<file path="config.mk">
export PLATFORM = sky130hd
export DESIGN_NAME = ow_master
export DESIGN_NICKNAME = d
export VERILOG_FILES = /design/src/rtl/ow_pkg.sv /design/src/rtl/ow_us_timer.sv /design/src/rtl/ow_spu_hold.sv /design/src/rtl/ow_master.sv
export SDC_FILE = /design/constraint.sdc
export NUM_CORES = 1
export LEC_CHECK = 0
export BUFFER_PORTS_ARGS = -buffer_cell sky130_fd_sc_hd__buf_4
export CAP_MARGIN = 40
export CORE_ASPECT_RATIO = 0.6
export CORE_UTILIZATION = 55
export CTS_CLUSTER_DIAMETER = 60
export DETAILED_ROUTE_END_ITERATION = 10
export GPL_ROUTABILITY_DRIVEN = 0
export PLACE_DENSITY = 0.73
export SYNTH_ARGS = -nofsm -noshare
export SYNTH_HDL_FRONTEND = slang
export SYNTH_SLANG_ARGS = --single-unit
export TNS_END_PERCENT = 10
</file>
<file path="constraint.sdc">
create_clock -name clk -period 3.2 [get_ports clk]
set_input_delay 0.64 -clock clk [delete_from_list [all_inputs] [get_ports clk]]
set_output_delay 0.64 -clock clk [all_outputs]
set_load 0.005 [all_outputs]
</file>
<file path="src/rtl/ow_pkg.sv">
// Shared encodings for the single-wire bus master.
// Assumes: command codes are fixed by the host-side register layout.
package ow_pkg;
    typedef enum logic [1:0] {
        OP_RESET  = 2'b00,
        OP_WRITE  = 2'b01,
        OP_READ   = 2'b10,
        OP_PULLUP = 2'b11
    } ow_op_e;

    typedef enum logic [2:0] {
        ST_IDLE,
        ST_RST_LOW,
        ST_RST_HIGH,
        ST_SLOT,
        ST_RECOVER,
        ST_PULLUP
    } ow_state_e;
endpackage

</file>
<file path="src/rtl/ow_us_timer.sv">
// Microsecond phase timer: counts whole microseconds since the last clear.
// Assumes: CYC_PER_US >= 1; us_wrap marks the last cycle of each microsecond,
// so a phase ends exactly N*CYC_PER_US cycles after clear when it is closed on
// (us_wrap && us_cnt == N-1).
module ow_us_timer #(
    parameter int CYC_PER_US = 100,
    parameter int US_W       = 20
) (
    input  logic            clk,
    input  logic            rst_n,
    input  logic            clr,
    output logic [US_W-1:0] us_cnt,
    output logic            us_wrap
);
    localparam int CYC_W = (CYC_PER_US > 1) ? $clog2(CYC_PER_US) : 1;

    logic [CYC_W-1:0] cyc_q;

    assign us_wrap = (cyc_q == CYC_W'(CYC_PER_US - 1));

    // Advance the cycle-in-microsecond and microsecond counters.
    always_ff @(posedge clk) begin
        if (!rst_n || clr) begin
            cyc_q  <= '0;
            us_cnt <= '0;
        end else if (us_wrap) begin
            cyc_q <= '0;
            if (us_cnt != '1) us_cnt <= us_cnt + 1'b1;
        end else begin
            cyc_q <= cyc_q + 1'b1;
        end
    end

    // each wrap without clear moves the microsecond count by one
    p_us_step_r2: assert property (@(posedge clk) disable iff (!rst_n)
        (us_wrap && !clr && us_cnt != '1) |=> us_cnt == $past(us_cnt) + 1'b1);
endmodule

</file>
<file path="src/rtl/ow_spu_hold.sv">
// Strong-pullup hold length: picks SPU_BASE_US * 2^res and flags the last
// cycle of that hold on the shared microsecond timer.
// Assumes: the timer was cleared on the cycle the hold began.
module ow_spu_hold #(
    parameter int SPU_BASE_US = 93750,
    parameter int US_W        = 20
) (
    input  logic [1:0]      res,
    input  logic [US_W-1:0] us_cnt,
    input  logic            us_wrap,
    output logic            hold_end
);
    logic [US_W-1:0] lim [4];

    // One hold limit per resolution step, each twice the previous.
    for (genvar g = 0; g < 4; g++) begin : g_lim
        assign lim[g] = US_W'(SPU_BASE_US) << g;
    end

    assign hold_end = us_wrap && (us_cnt == lim[res] - 1'b1);
endmodule

</file>
<file path="src/rtl/ow_master.sv">
// Single-wire bus master: runs reset/presence, write slots, read slots and a
// resolution-dependent strong-pullup hold, one command at a time.
// Assumes: line_in is synchronised to clk; CLK_HZ is a whole multiple of
// 1 MHz; all T_*_US timings keep their ordering (low < sample < slot).
module ow_master #(
    parameter int CLK_HZ      = 100_000_000,
    parameter int T_RSTL_US   = 490,
    parameter int T_RSTH_US   = 490,
    parameter int T_PDS_US    = 70,
    parameter int T_SLOT_US   = 70,
    parameter int T_LOW0_US   = 64,
    parameter int T_LOW1_US   = 6,
    parameter int T_RDLOW_US  = 2,
    parameter int T_RDS_US    = 12,
    parameter int T_REC_US    = 2,
    parameter int SPU_BASE_US = 93750
) (
    input  logic       clk,
    input  logic       rst_n,
    input  logic       cmd_valid,
    input  logic [1:0] cmd_op,
    input  logic       cmd_bit,
    input  logic [1:0] cmd_res,
    input  logic       line_in,
    output logic       busy,
    output logic       done,
    output logic       presence,
    output logic       rd_bit,
    output logic       ow_drive_low,
    output logic       spu_en
);
    import ow_pkg::*;

    localparam int CYC_PER_US = CLK_HZ / 1_000_000;
    localparam int SPU_MAX_US = SPU_BASE_US * 8;
    localparam int RST_MAX_US = (T_RSTL_US > T_RSTH_US) ? T_RSTL_US : T_RSTH_US;
    localparam int US_MAX     = ((SPU_MAX_US > RST_MAX_US) ? SPU_MAX_US : RST_MAX_US) + 1;
    localparam int US_W       = $clog2(US_MAX + 1);
    localparam int LOW_LIMIT  = 960 * CYC_PER_US;
    localparam int LRUN_W     = $clog2(LOW_LIMIT + 2);

    ow_state_e       state_q;
    ow_op_e          op_q;
    logic            bit_q;
    logic [1:0]      res_q;
    logic [US_W-1:0] us_cnt;
    logic            us_wrap;
    logic            spu_end;
    logic            phase_end;
    logic            cmd_acc;
    logic [US_W-1:0] low_us;

    // Is the phase timer on the last cycle of microsecond n-1?
    function automatic logic at_us(input logic [US_W-1:0] cnt, input logic wrap, input int n);
        return wrap && (cnt == US_W'(n - 1));
    endfunction

    ow_us_timer #(.CYC_PER_US(CYC_PER_US), .US_W(US_W)) u_timer (
        .clk(clk), .rst_n(rst_n), .clr(cmd_acc || phase_end),
        .us_cnt(us_cnt), .us_wrap(us_wrap)
    );

    ow_spu_hold #(.SPU_BASE_US(SPU_BASE_US), .US_W(US_W)) u_spu (
        .res(res_q), .us_cnt(us_cnt), .us_wrap(us_wrap), .hold_end(spu_end)
    );

    assign cmd_acc = cmd_valid && (state_q == ST_IDLE);
    assign busy    = (state_q != ST_IDLE);
    assign spu_en  = (state_q == ST_PULLUP);

    // Low length of the current slot, chosen by the latched command.
    always_comb begin
        if (op_q == OP_READ) low_us = US_W'(T_RDLOW_US);
        else if (bit_q)      low_us = US_W'(T_LOW1_US);
        else                 low_us = US_W'(T_LOW0_US);
    end

    // Open-drain drive: low during the reset pulse and the slot's low part.
    assign ow_drive_low = (state_q == ST_RST_LOW) ||
                          ((state_q == ST_SLOT) && (us_cnt < low_us));

    // Flag the last cycle of whichever timed phase is running.
    always_comb begin
        case (state_q)
            ST_RST_LOW:  phase_end = at_us(us_cnt, us_wrap, T_RSTL_US);
            ST_RST_HIGH: phase_end = at_us(us_cnt, us_wrap, T_RSTH_US);
            ST_SLOT:     phase_end = at_us(us_cnt, us_wrap, T_SLOT_US);
            ST_RECOVER:  phase_end = at_us(us_cnt, us_wrap, T_REC_US);
            ST_PULLUP:   phase_end = spu_end;
            default:     phase_end = 1'b0;
        endcase
    end

    // Command sequencer: accept, step through phases, sample, signal done.
    always_ff @(posedge clk) begin
        if (!rst_n) begin
            state_q  <= ST_IDLE;
            op_q     <= OP_RESET;
            bit_q    <= 1'b0;
            res_q    <= 2'd0;
            done     <= 1'b0;
            presence <= 1'b0;
            rd_bit   <= 1'b0;
        end else begin
            done <= 1'b0;
            case (state_q)
                ST_IDLE: if (cmd_acc) begin
                    op_q  <= ow_op_e'(cmd_op);
                    bit_q <= cmd_bit;
                    res_q <= cmd_res;
                    case (ow_op_e'(cmd_op))
                        OP_RESET: begin
                            state_q  <= ST_RST_LOW;
                            presence <= 1'b0;
                        end
                        OP_PULLUP: state_q <= ST_PULLUP;
                        default:   state_q <= ST_SLOT;
                    endcase
                end
                ST_RST_LOW: if (phase_end) state_q <= ST_RST_HIGH;
                ST_RST_HIGH: begin
                    if (at_us(us_cnt, us_wrap, T_PDS_US)) presence <= !line_in;
                    if (phase_end) begin
                        state_q <= ST_IDLE;
                        done    <= 1'b1;
                    end
                end
                ST_SLOT: begin
                    if (op_q == OP_READ && at_us(us_cnt, us_wrap, T_RDS_US)) rd_bit <= line_in;
                    if (phase_end) state_q <= ST_RECOVER;
                end
                ST_RECOVER, ST_PULLUP: if (phase_end) begin
                    state_q <= ST_IDLE;
                    done    <= 1'b1;
                end
                default: state_q <= ST_IDLE;
            endcase
        end
    end

    // Checker-only count of consecutive low cycles on the line.
    logic [LRUN_W-1:0] low_run_q;
    always_ff @(posedge clk) begin
        if (!rst_n || !ow_drive_low) low_run_q <= '0;
        else if (low_run_q != '1)    low_run_q <= low_run_q + 1'b1;
    end

    p_low_limit_r2: assert property (@(posedge clk) disable iff (!rst_n)
        low_run_q < LRUN_W'(LOW_LIMIT));
    p_presence_clear_r3: assert property (@(posedge clk) disable iff (!rst_n)
        (cmd_acc && cmd_op == 2'b00) |=> !presence);
    p_spu_start_r8: assert property (@(posedge clk) disable iff (!rst_n)
        (cmd_acc && cmd_op == 2'b11) |=> spu_en);
    p_spu_release_r8: assert property (@(posedge clk) disable iff (!rst_n)
        spu_en |-> !ow_drive_low);
    p_ignore_busy_r9: assert property (@(posedge clk) disable iff (!rst_n)
        (busy && cmd_valid) |=> ($stable(op_q) && $stable(bit_q) && $stable(res_q)));
    p_done_pulse_r10: assert property (@(posedge clk) disable iff (!rst_n)
        done |=> !done);
    p_done_on_fall_r10: assert property (@(posedge clk) disable iff (!rst_n)
        $fell(busy) |-> done);
endmodule

</file>
==> results.md <==
* DR iter-0 viols at around 230
* Critical path arrival at 3.01 ns
* Starting density of the core at 0.601
* MaxCap Viol Count at 0
* GRT Overall Usage at 0.263
* RSZ-0062 raised after global routing: false
* Placed cells at 384
* Achievable Freq at 352 MHz
* Critical-path cell list: inv_1, ha_1, xnor2_1, a32o_1, a32oi_1, nor4_2, nand4_2, nand3_2, nor2_1
* Port-buffer cells at 14
* Run status: finished, final reports clean
* Distinct cell type count after synthesis at between 50 and 60
* Area Growth Syn to Fin at 7.12%
* Yosys warns at 0
* Hold path startpoint: u_timer.cyc_q[0]$_SDFF_PP0_
* Root buffer selected by CTS: clkbuf_8
* # clock sinks at 38
* Syn_nets at 353
* Drt total wl at roughly 6.1 mm
* Final Max Slew Viols at 0
* First-pass GRT wire length at 9.87 mm
* Flop and latch count out of synthesis at 38
* FILL cells at 397
* Slew @ Worst Pin at 0.634 ns
* Via-per-instance ratio at 6.02
* Prevailing post-synth register cell: dfxtp_1
* CP Capture Type: flop
* Yosys top cell area share at 0.294
* Worst skew pair latency at 0.29 ns
* Via Count at 2359
* H-tree depth at 2
* Worst setup path start: res_q[1]$_SDFFE_PN0P_
* Chip height at 55.1 um
* Startpoint types: flop
* TritonCTS Buffers at 5
* Setup TNS at 0 ns
* Initial antenna violation count at 0
* Vias in the first global route at slightly below 2000
* Cell area after synthesis at 2580 sq um
* Final setup violation count at 0
* Leakage power at roughly 0.0010 uW
* Slew headroom at 0.574
* VDD IR-drop max at 0.194 mV
* Post-synth EDFFs at 0
* Max clock buf depth at 2
* Minimum clock period at 2.84 ns
* Grt ovf at 0
* Slowest stage cell on the critical path: dfxtp_1
* Share of layout cells above drive strength 1 at 0.111
* Min-Delay Path Class: reg -> reg
* Remaining antenna violation count at 0
* Nets at 354
* Worst Path Max Fanout at 20
* Critical path data required time at about 3.4 ns
* Die width at approximately 90 um
* Gate Count Post-Synth at 330
* Power per cell area at between 300 and 400 nW/um^2
* I/O pins at 15
* Kind of critical path: reg -> reg
* Post-synth top area cell: dfxtp_1
* Ys async rst share at 0
* TritonCTS clock tree: yes
* Non-Filler Instances at 392
* CP Buf/Inv Count at 1
* Avg Inst Size Synth at around 8 sq um
* PostCTS Resize Cnt at 0
* Largest cells by area after synthesis: dfxtp_1, ha_1, xor2_1, nor2_1, nand2_1
* Largest net degree at the start of global routing at 21
* Ant. Diodes at 0
* Crit Reg-Reg Startpoint: res_q[1]$_SDFFE_PN0P_
* Setup Fix Bufs, Post-CTS at 0
* Dpl hpwl at around 4.5 mm
* Sequential area share after synthesis at 0.294
* Kind of cell adding the most delay to the critical path: simple AND/OR/NAND/NOR gates
* Die ar. at about 5000 sq um
* Residual DRC at 0
* Total core area at around 4300 sq um
* Routed WL per cell at between 15 and 20 um
* Worst hold slack at 0.465 ns
* Clk pin slew, worst setup/hold paths at 0.08 ns
* Hold_buf cts at 0
* DR pass1 iterations at 5
* Fin crit share at 0.889
* Slowest stage delay, CP at between 0.5 and 0.6 ns
* Rows at 18
* Fin Clk Skew at 0.00519 ns
* Fin. Hold Viols at 0
* Final core occ at 0.643
sequential cells by signal, summed over array words and instances, names as in the netlist:
signal          flops
done                1
res_q               2
state_q             3
op_q                2
bit_q               1
u_timer.us_cnt     20
presence            1
u_timer.cyc_q       7
rd_bit              1
cell usage in the layout, fill, tap and decap left out, types with 2 or more instances in the layout:
| cell type | instances |
|---|---|
| clkbuf_8 | 6 |
| a211o_1 | 3 |
| nor2b_1 | 5 |
| xnor2_1 | 13 |
| and3_1 | 5 |
| nand3b_1 | 2 |
| or3_1 | 2 |
| a31oi_1 | 3 |
| nand2_1 | 33 |
| nand2b_1 | 9 |
| nor4_1 | 6 |
| nor2_1 | 39 |
| and4_1 | 3 |
| inv_1 | 13 |
| a32oi_1 | 3 |
| a22oi_1 | 2 |
| nand4b_1 | 2 |
| mux2i_1 | 3 |
| nor3_1 | 10 |
| o31ai_1 | 2 |
| o21ai_0 | 9 |
| xor2_1 | 17 |
| and2_1 | 2 |
| nand3_1 | 17 |
| nor3b_1 | 2 |
| ha_1 | 14 |
| a21boi_0 | 6 |
| nor2_2 | 3 |
| nand4_1 | 7 |
| a21oi_1 | 13 |
| a21o_1 | 2 |
| dfxtp_1 | 38 |
| buf_4 | 16 |
cells in the mapped netlist, drive strengths merged (3+ instances only):
library cell	instances
a211o	3
a21boi	6
a21oi	13
a31oi	3
a32oi	3
and3	5
and4	3
buf	7
clkbuf	15
dfxtp	38
ha	14
inv	14
mux2i	3
nand2	33
nand2b	9
nand3	18
nand3b	3
nand4	8
nor2	42
nor2b	5
nor3	10
nor4	7
o21ai	9
xnor2	13
xor2	17
stage by stage:
step | total power [uW] | cell area [sq um] | setup slack, ns
2_1_floorplan | 636 | 2580 | 0.766
3_3_place_gp | 674 | 2670 | 0.541
3_5_place_dp | 678 | 2670 | 0.403
4_1_cts | 1030 | 2770 | 0.380
5_1_grt | 1080 | 2770 | 0.144
6_report | 1030 | 2770 | 0.356
layout make-up:
type / instances / area (sq um) / area share
clock buffers: 6 / 82.6 / 0.0298
clock inverters: 2 / 12.5 / 0.00452
inverters: 14 / 52.6 / 0.0190
multi-input cells: 256 / 1660 / 0.601
flip-flops and latches: 38 / 761 / 0.275
well taps: 60 / 75.1 / 0.0271
repair buffers: 16 / 120 / 0.0434
per-layer routing:
metal	GRT usage	part of all wire
met1	0.395	0.51
met2	0.369	0.38
met3	0.0656	0.089
met4	0.0645	0.015
met5	0	0
path summary, 6_finish.rpt:
kind | slack (ns) | cells past startpoint | to
worst max-delay path | 0.36 | 9 | u_timer.us_cnt[17]$_SDFFE_PP0P_
worst min-delay path | 0.46 | 1 | u_timer.cyc_q[0]$_SDFF_PP0_
worst max register to register | 0.36 | 9 | u_timer.us_cnt[17]$_SDFFE_PP0P_
worst min register to register | 0.46 | 1 | u_timer.cyc_q[0]$_SDFF_PP0_
where the power goes:
| part | internal (uW) | leakage, uW | switching [uW] |
|---|---|---|---|
| clock | 173 | 0.0000472 | 183 |
| sequential | 485 | 0.000308 | 19.2 |
| combinational | 67.5 | 0.000692 | 98.7 |
| total | 725 | 0.00105 | 301 |
kinds of logic after synthesis:
logic type	after synthesis	synth area share
buf+inv	36	0.0615
xor+xnor	30	0.102
fa+ha+maj	14	0.0678
simple gates	156	0.320
mux	3	0.0116
compound gates	53	0.143
flops	38	0.294
(Power assumes the default switching activity.)
